`config.mk`:
```
export PLATFORM = sky130hd
export DESIGN_NAME = flash_irq_status
export DESIGN_NICKNAME = d
export VERILOG_FILES = /design/src/rtl/fis_pkg.sv /design/src/rtl/fis_cmd_classify.sv /design/src/rtl/fis_flag_bit.sv /design/src/rtl/fis_pin_drive.sv /design/src/rtl/flash_irq_status.sv
export SDC_FILE = /design/constraint.sdc
export NUM_CORES = 1
export LEC_CHECK = 0
export CELL_PAD_IN_SITES_DETAIL_PLACEMENT = 0
export CELL_PAD_IN_SITES_GLOBAL_PLACEMENT = 1
export CORE_MARGIN = 4
export CORE_UTILIZATION = 30
export DETAILED_ROUTE_END_ITERATION = 8
export DONT_BUFFER_PORTS = 1
export GPL_TIMING_DRIVEN = 1
export MAX_ROUTING_LAYER = met4
export PLACE_DENSITY = 0.61
export SLEW_MARGIN = 20
export SYNTH_ARGS = -nofsm -noshare
export SYNTH_HDL_FRONTEND = slang
export SYNTH_SLANG_ARGS = --single-unit
```
`constraint.sdc`:
```
create_clock -name clk -period 3.7 [get_ports clk]
set_clock_uncertainty 0.15 [all_clocks]
set_input_delay 0.74 -clock clk [delete_from_list [all_inputs] [get_ports clk]]
set_output_delay 0.74 -clock clk [all_outputs]
set_load 0.1 [all_outputs]
```
`src/rtl/fis_pkg.sv`:
```
// Package: shared constants and types for the flash interrupt status block.
// Assumes a 16-bit register and 16-bit command codes.
package fis_pkg;

    localparam int unsigned REG_W    = 16;
    localparam int unsigned CODE_W   = 16;
    localparam int unsigned N_SRC    = 4;
    localparam int unsigned MST_POS  = 15;

    // Source flag positions: load, program, erase, reset-source.
    localparam int unsigned SRC_POS      [N_SRC] = '{7, 6, 5, 4};
    // Value each source flag takes on a cold reset.
    localparam bit          SRC_COLD_VAL [N_SRC] = '{1'b1, 1'b0, 1'b0, 1'b0};
    // Whether a warm reset clears each source flag.
    localparam bit          SRC_WARM_CLR [N_SRC] = '{1'b1, 1'b1, 1'b1, 1'b0};

    localparam int unsigned IDX_LOAD  = 0;
    localparam int unsigned IDX_PROG  = 1;
    localparam int unsigned IDX_ERASE = 2;
    localparam int unsigned IDX_RST   = 3;

    // Command codes, by family.
    localparam logic [CODE_W-1:0] CMD_LOAD_MAIN  = 16'h0000;
    localparam logic [CODE_W-1:0] CMD_LOAD_ALT   = 16'h0013;
    localparam logic [CODE_W-1:0] CMD_PROG_MAIN  = 16'h0080;
    localparam logic [CODE_W-1:0] CMD_PROG_ALT_A = 16'h001A;
    localparam logic [CODE_W-1:0] CMD_PROG_ALT_B = 16'h001B;
    localparam logic [CODE_W-1:0] CMD_ERA_SINGLE = 16'h0094;
    localparam logic [CODE_W-1:0] CMD_ERA_MULTI  = 16'h0095;
    localparam logic [CODE_W-1:0] CMD_ERA_CONF   = 16'h0030;
    localparam logic [CODE_W-1:0] CMD_RST_CORE   = 16'h00B0;
    localparam logic [CODE_W-1:0] CMD_RST_HOT    = 16'h00F0;
    localparam logic [CODE_W-1:0] CMD_RST_ARRAY  = 16'h00F3;
    localparam logic [CODE_W-1:0] CMD_UNPROT     = 16'h0023;
    localparam logic [CODE_W-1:0] CMD_PROT       = 16'h002A;
    localparam logic [CODE_W-1:0] CMD_PROT_FIX   = 16'h002C;
    localparam logic [CODE_W-1:0] CMD_ERA_CHECK  = 16'h0071;
    localparam logic [CODE_W-1:0] CMD_OTP        = 16'h0065;

    // Result of decoding one completion.
    typedef struct packed {
        logic load;
        logic prog;
        logic erase;
        logic rst;
        logic mst_only;
    } cmd_class_t;

endpackage

```
`src/rtl/fis_cmd_classify.sv`:
```
// Module: fis_cmd_classify
// Maps a qualified completion code to its command family.
// Assumes done_vld is a one-cycle strobe. An unknown code gives all zeros.
module fis_cmd_classify
    import fis_pkg::*;
(
    input  logic              done_vld,
    input  logic [CODE_W-1:0] done_code,
    output cmd_class_t        cls
);

    // Decode the code into exactly one family, or none.
    always_comb begin
        cls = '0;
        if (done_vld) begin
            case (done_code)
                CMD_LOAD_MAIN, CMD_LOAD_ALT:                  cls.load     = 1'b1;
                CMD_PROG_MAIN, CMD_PROG_ALT_A, CMD_PROG_ALT_B: cls.prog     = 1'b1;
                CMD_ERA_SINGLE, CMD_ERA_MULTI, CMD_ERA_CONF:  cls.erase    = 1'b1;
                CMD_RST_CORE, CMD_RST_HOT, CMD_RST_ARRAY:     cls.rst      = 1'b1;
                CMD_UNPROT, CMD_PROT, CMD_PROT_FIX,
                CMD_ERA_CHECK, CMD_OTP:                       cls.mst_only = 1'b1;
                default:                                      cls          = '0;
            endcase
        end
    end

endmodule

```
`src/rtl/fis_flag_bit.sv`:
```
// Module: fis_flag_bit
// One sticky status flag. Hardware sets it, the host clears it.
// Priority, highest first: cold reset, warm hold (when the flag is warm-cleared),
// hardware set, host clear. Set beats clear so that no completion is lost.
module fis_flag_bit #(
    parameter bit COLD_VAL    = 1'b0,
    parameter bit CLR_ON_WARM = 1'b1
) (
    input  logic clk,
    input  logic rst_n,
    input  logic cold_req,
    input  logic warm_hold,
    input  logic set_i,
    input  logic clr_i,
    output logic q
);

    // Flag state update with reset-type dependent value.
    always_ff @(posedge clk) begin
        if (!rst_n || cold_req) begin
            q <= COLD_VAL;
        end else if (warm_hold && CLR_ON_WARM) begin
            q <= 1'b0;
        end else if (set_i) begin
            q <= 1'b1;
        end else if (clr_i) begin
            q <= 1'b0;
        end
    end

endmodule

```
`src/rtl/fis_pin_drive.sv`:
```
// Module: fis_pin_drive
// Applies the selected polarity to the master flag to drive the interrupt pin.
// Combinational, so a polarity change shows on the pin at once.
module fis_pin_drive (
    input  logic mst_flag,
    input  logic pol_high,
    output logic pin
);

    // Pass the flag through when active high, invert it when active low.
    always_comb begin
        pin = pol_high ? mst_flag : ~mst_flag;
    end

endmodule

```
`src/rtl/flash_irq_status.sv`:
```
// Module: flash_irq_status (top)
// Interrupt status register for a flash controller: four source flags and a
// master flag, reset values that depend on the reset type, and a polarity-
// selectable interrupt pin. Assumes every strobe input is one cycle wide and
// synchronous to clk, and that warm_rst_req is a level.
module flash_irq_status
    import fis_pkg::*;
(
    input  logic              clk,
    input  logic              rst_n,
    input  logic              cold_rst_req,
    input  logic              warm_rst_req,
    input  logic              boot_done,
    input  logic              done_vld,
    input  logic [CODE_W-1:0] done_code,
    input  logic              buf_load_done,
    input  logic              host_wr_en,
    input  logic [REG_W-1:0]  host_wr_data,
    output logic [REG_W-1:0]  host_rd_data,
    input  logic              int_pol,
    output logic              int_pin
);

    cmd_class_t       cls;
    logic             warm_q;
    logic             warm_release;
    logic [N_SRC-1:0] src_set;
    logic [N_SRC-1:0] src_clr;
    logic [N_SRC-1:0] src_q;
    logic             mst_set;
    logic             mst_clr;
    logic             mst_q;
    logic             unused_wr_bits;

    assign unused_wr_bits = ^{host_wr_data[14:8], host_wr_data[3:0]};

    fis_cmd_classify u_classify (
        .done_vld  (done_vld),
        .done_code (done_code),
        .cls       (cls)
    );

    // Remember the warm reset level so that its release can be detected.
    always_ff @(posedge clk) begin
        if (!rst_n || cold_rst_req) begin
            warm_q <= 1'b0;
        end else begin
            warm_q <= warm_rst_req;
        end
    end

    assign warm_release = warm_q && !warm_rst_req;

    // Gather the hardware set events for each source flag.
    always_comb begin
        src_set            = '0;
        src_set[IDX_LOAD]  = cls.load | boot_done;
        src_set[IDX_PROG]  = cls.prog;
        src_set[IDX_ERASE] = cls.erase;
        src_set[IDX_RST]   = cls.rst | warm_release;
    end

    // The master flag also collects the families that have no flag of their own.
    assign mst_set = (|src_set) | cls.mst_only | buf_load_done;
    assign mst_clr = host_wr_en && !host_wr_data[MST_POS];

    for (genvar i = 0; i < N_SRC; i++) begin : g_src
        assign src_clr[i] = host_wr_en && !host_wr_data[SRC_POS[i]];

        fis_flag_bit #(
            .COLD_VAL    (SRC_COLD_VAL[i]),
            .CLR_ON_WARM (SRC_WARM_CLR[i])
        ) u_flag (
            .clk       (clk),
            .rst_n     (rst_n),
            .cold_req  (cold_rst_req),
            .warm_hold (warm_rst_req),
            .set_i     (src_set[i]),
            .clr_i     (src_clr[i]),
            .q         (src_q[i])
        );
    end

    fis_flag_bit #(
        .COLD_VAL    (1'b1),
        .CLR_ON_WARM (1'b1)
    ) u_mst (
        .clk       (clk),
        .rst_n     (rst_n),
        .cold_req  (cold_rst_req),
        .warm_hold (warm_rst_req),
        .set_i     (mst_set),
        .clr_i     (mst_clr),
        .q         (mst_q)
    );

    // Place the flags at their bit positions; reserved bits stay zero.
    always_comb begin
        host_rd_data          = '0;
        host_rd_data[MST_POS] = mst_q;
        for (int i = 0; i < N_SRC; i++) begin
            host_rd_data[SRC_POS[i]] = src_q[i];
        end
    end

    fis_pin_drive u_pin (
        .mst_flag (mst_q),
        .pol_high (int_pol),
        .pin      (int_pin)
    );

endmodule

```
Word-level counts from Yosys, hierarchy flattened
Index checks and enable logic that the tools add are counted.

storage, ports and cells
  bits in registers = 6

operators by class
  equal/unequal tests = 15
  mux-type cells = 19
  bitwise gates (word level) = 5
  reductions and logical operators = 27

operator list
  operator                                              number
  equality test 16 x 8 -> 1 bit, second input constant  6
  equality test 16 x 6 -> 1 bit, second input constant  4
  equality test 16 x 5 -> 1 bit, second input constant  3
  equality test 16 x 7 -> 1 bit, second input constant  2
  2-to-1 mux 1 bit                                      18
  zero test 16 bit                                      1
  OR reduction 3 bit                                    3
  zero test 1 bit                                       7
  logical AND 1 bit                                     6
  nonzero test 2 bit                                    3
  nonzero test 3 bit                                    2
  2-to-1 mux 5 bit                                      1
  OR reduction 5 bit                                    1
  bitwise OR 1 bit                                      4
  OR reduction 2 bit                                    2
  OR reduction 4 bit                                    1
  logical OR 1 bit                                      1
  NOT 1 bit                                             1

Logic depth before layout (Yosys ltp)
  depth in word-level cells = 10
  gate-level depth with buffers = 6

Hierarchy
A second synthesis with hierarchy kept.

unflattened totals
  cell total of the unflattened synthesis = 81
  area, all modules = 631.9 µm²

modules (own cells, without submodules)
  module                               instances  cells an instance  area an instance (µm²)  sequential area each (µm²)
  fis_cmd_classify                     1          34                 221.5                   0.0
  flash_irq_status                     1          26                 188.9                   20.0
  fis_flag_bit at g_src[1].u_flag ...  3          4                  40.0                    20.0
  fis_flag_bit at g_src[0].u_flag ...  2          4                  46.3                    20.0
  fis_pin_drive                        1          1                  8.8                     0.0

Worst setup path after synthesis
Ideal clock, no wire load.

  kind = input to output
  start point = in int_pol
  end point = out int_pin
  data arrival time = 2.293 ns
  setup slack = 0.517 ns
  stages on the path = 1
  buffers on the path = 0
  cell sequence = xnor2_1

between the ends
  word-level cells in the longest chain between the ends = 1

ends and longest elaborated chain
  what              line                    source
  from (decl)       flash_irq_status.sv:20  input logic int_pol,
  2-to-1 mux 1 bit  fis_pin_drive.sv:12     pin = pol_high ? mst_flag : ~mst_flag;
  to (decl)         flash_irq_status.sv:21  output logic int_pin

No other way between the ends.

Final worst setup path
  start point = reg u_mst.q
  end point = out int_pin

between the ends
  word-level cells in the longest chain between the ends = 2

ends and longest elaborated chain
  what                    line                 source
  from (decl)             fis_flag_bit.sv:15   output logic q
  from (signal assigned)  fis_flag_bit.sv:21   q <= COLD_VAL;
  from (signal assigned)  fis_flag_bit.sv:23   q <= 1'b0;
  from (signal assigned)  fis_flag_bit.sv:25   q <= 1'b1;
  NOT 1 bit               fis_pin_drive.sv:12
  2-to-1 mux 1 bit *      fis_pin_drive.sv:12

Mark *: on every way between the ends. The rest lies on a longest branch, timed or not.

==> out/results.txt <==
Outcome -> completed
Seq cells post-synth -> 6
Routed wire length -> 1.31 mm
Critical-path cell list -> buf_4 > xnor2_2 > buf_4
Pre-CTS WS -> 1600 ps
WP data arrival -> 1300 ps
Post-CTS Repair Setup Buffers -> 0
Worst-margin pin slew -> 961 ps
Setup tns final -> 0 ps
Initial Utilization -> 32.8%
CTS HTree Levels -> 1
Largest net degree at the start of global routing -> 9
Top Family by Delay on Critical Path -> buffers and inverters
Power Dens Cells -> 371 mW/mm2
Adder-Cell Fraction of Synth Area -> 0%
Vias in the first global route -> 457
Required time worst endpoint -> 2810 ps
Leak pwr -> 0.000193 uW
Critical Path Sink Type -> output pin
Die H -> 52.4 um
CP peak stage delay -> 300 ps
Synth Area in Simple Gates -> 34.9%
P_sw -> 100 uW
WHS -> 379 ps
Mapped Cells -> 77
Core Util, Final -> 32.1%
Clk root buf -> clkbuf_4
Max Cap Viol -> 0
Iter 0 DRT Violations -> 3
First-pass detailed-route iteration total -> 2
Startpoint types -> register
Setup repair after global routing missed its margin -> false
Final slew viol count -> 0
CTS max path bufs -> 2
Syn Area/Cell -> 7.69 um2
Post-Synth XOR/XNOR Area -> 2.96%
Max Freq -> 0.457 GHz
Most frequent CP cell -> buf_4
Seq/Total Area, Yosys -> 20.3%
Finished Layout Cells -> 100
Full die area -> 0.00275 mm2
Ys Warns -> 0
CTS tree -> done
Pint -> 114 uW
CP Max Fanout -> 3
Final setup violation count -> 0
Final hold violation count -> 0
# rows -> 15
Seq pwr share -> 34.1%
CP bufs+invs -> 2
Routed Antenna Nets -> 0
Combinational power share -> 37.8%
Gr usage total -> 9.67%
Nets -> 118
Via Count -> 518
Sw frac -> 46.7%
Cts hold-fix bufs -> 0
Chip width -> 52.4 um
Peak VDD IR -> 0.202 mV
Synth-to-layout area growth -> -2.33%
CTS buffer count -> 3
Vias per inst -> 5.18
Min-Delay Path Class -> register to register
Synth top area cells -> buf_4 (22%), dfxtp_1 (20%), nand4_1 (5.3%), nor2_1 (4.4%), nor2b_1 (4.2%)
# DRC -> 0
GRT overflow -> 0
Clk slew on worst S/H paths -> 50 ps
GPL Wtd Cong -> 0.722
Clock share of power -> 28.1%
Area leader, netlist -> buf_4
Final Worst Setup Slack -> 1510 ps
Tcrit/Tclk final -> 59.1%
Slowest cell on the critical path -> dfxtp_1
Most frequent cells in the layout -> conb_1 (11), nor2_1 (7), dfxtp_1 (6)
Core area -> 0.00180 mm2
Share of layout cells above drive strength 1 -> 12.0%
FILL cells -> 209
CP Class -> register to output pin
Post-synthesis compound-gate area fraction -> 18.4%
CTS Sinks -> 6
Synth unique cells -> 26
IO buf count -> 0
Post-synth design cell area -> 592 um2
Initial antenna violation count -> 0
Final min period -> 2190 ps
Largest family of logic cells by synthesized area -> simple AND/OR/NAND/NOR gates
Mux contribution to synthesized area -> 0%
Dpl cells -> 97
DR WL/cell -> 13.1 um
N_diodes -> 0
Clock latency at the later pin of the worst-skew pair -> 240 ps
Post-detail-place hpwl -> 1.12 mm
Cts repair resizes -> 0
Leading cell type in the layout, fill and taps excluded -> conb_1
Slew HR -> 35.9%
I/O pin count -> 58
First-pass GRT wire length -> 1.95 mm
Synth top area share -> 21.6%
-- cell usage after synthesis --
master,instances
nor4_2,2
or3_1,1
and4b_1,2
a21o_1,2
nand4b_1,2
dfxtp_1,6
a31o_1,1
nor2_1,7
nand4_1,5
nor4b_1,1
nand3_1,3
nor2b_1,4
conb_1,1
inv_1,2
nor3_1,3
nand2b_1,1
o21ai_0,5
a21oi_1,4
buf_4,17
and3_1,1
xnor2_1,1
a41oi_2,1
a211oi_1,2
nand2_1,1
xor2_1,1
a32oi_1,1
-- registers in the layout (all words and copies together) (netlist names) --
signal and cells:
u_mst.q 1, g_src.u_flag.q 4, warm_q 1
-- routing by layer --
metal / global-route usage [%] / share of wire [%]
met1: 9.93 / 39
met2: 16.7 / 49
met3: 5.13 / 12
met4: 1.28 / 0
met5: - / 0
-- final timing paths --
kind                     start  cells after the start  slack (ps)                end
max reg2reg  g_src[2].u_flag.q                      2        2040  g_src[2].u_flag.q
max                    u_mst.q                      3        1510            int_pin
min reg2reg             warm_q                      2         380            u_mst.q
min                     warm_q                      2         380            u_mst.q
-- cells by family (layout without fill, tap and decap cells) --
| family | count (synthesis) | count (layout) |
|---|---|---|
| XOR/XNOR | 2 | 2 |
| other | 1 | 11 |
| AND/OR/NAND/NOR | 33 | 33 |
| AO/OA/AOI/OAI | 16 | 16 |
| flip-flops | 6 | 6 |
| buffers and inverters | 19 | 7 |
-- stage by stage --
stage / area (um2) / total power [uW]
6_report: 578 / 215
5_1_grt: 578 / 226
4_1_cts: 578 / 218
3_5_place_dp: 556 / 155
3_3_place_gp: 556 / 155
2_1_floorplan: 629 / 162
-- worst min-delay path, delay by kind of cell, from the launching register on --
kind,cells,cell delay (ps)
flops,1,300
compound gates,2,200
-- layout make-up --
cell class / instances / area, um2 / area share [%]
Inverter: 2 / 7.51 / 1.30
Sequential cell: 6 / 120 / 20.8
Multi-Input combinational cell: 62 / 382 / 66.0
Timing Repair Buffer: 2 / 15.0 / 2.60
Clock buffer: 3 / 22.5 / 3.90
Tap cell: 25 / 31.3 / 5.41
-- power groups by stage --
stage          combinational (uW)  clock [uW]  sequential [uW]
6_report                     81.2        60.3             73.2
3_5_place_dp                 81.0           0             74.4
3_3_place_gp                 81.1           0             74.4
5_1_grt                      84.2        68.2             73.2
4_1_cts                      81.1        63.3             73.2
2_1_floorplan                93.8           0             68.6
No activity file was read; power rests on OpenSTA's default activity.
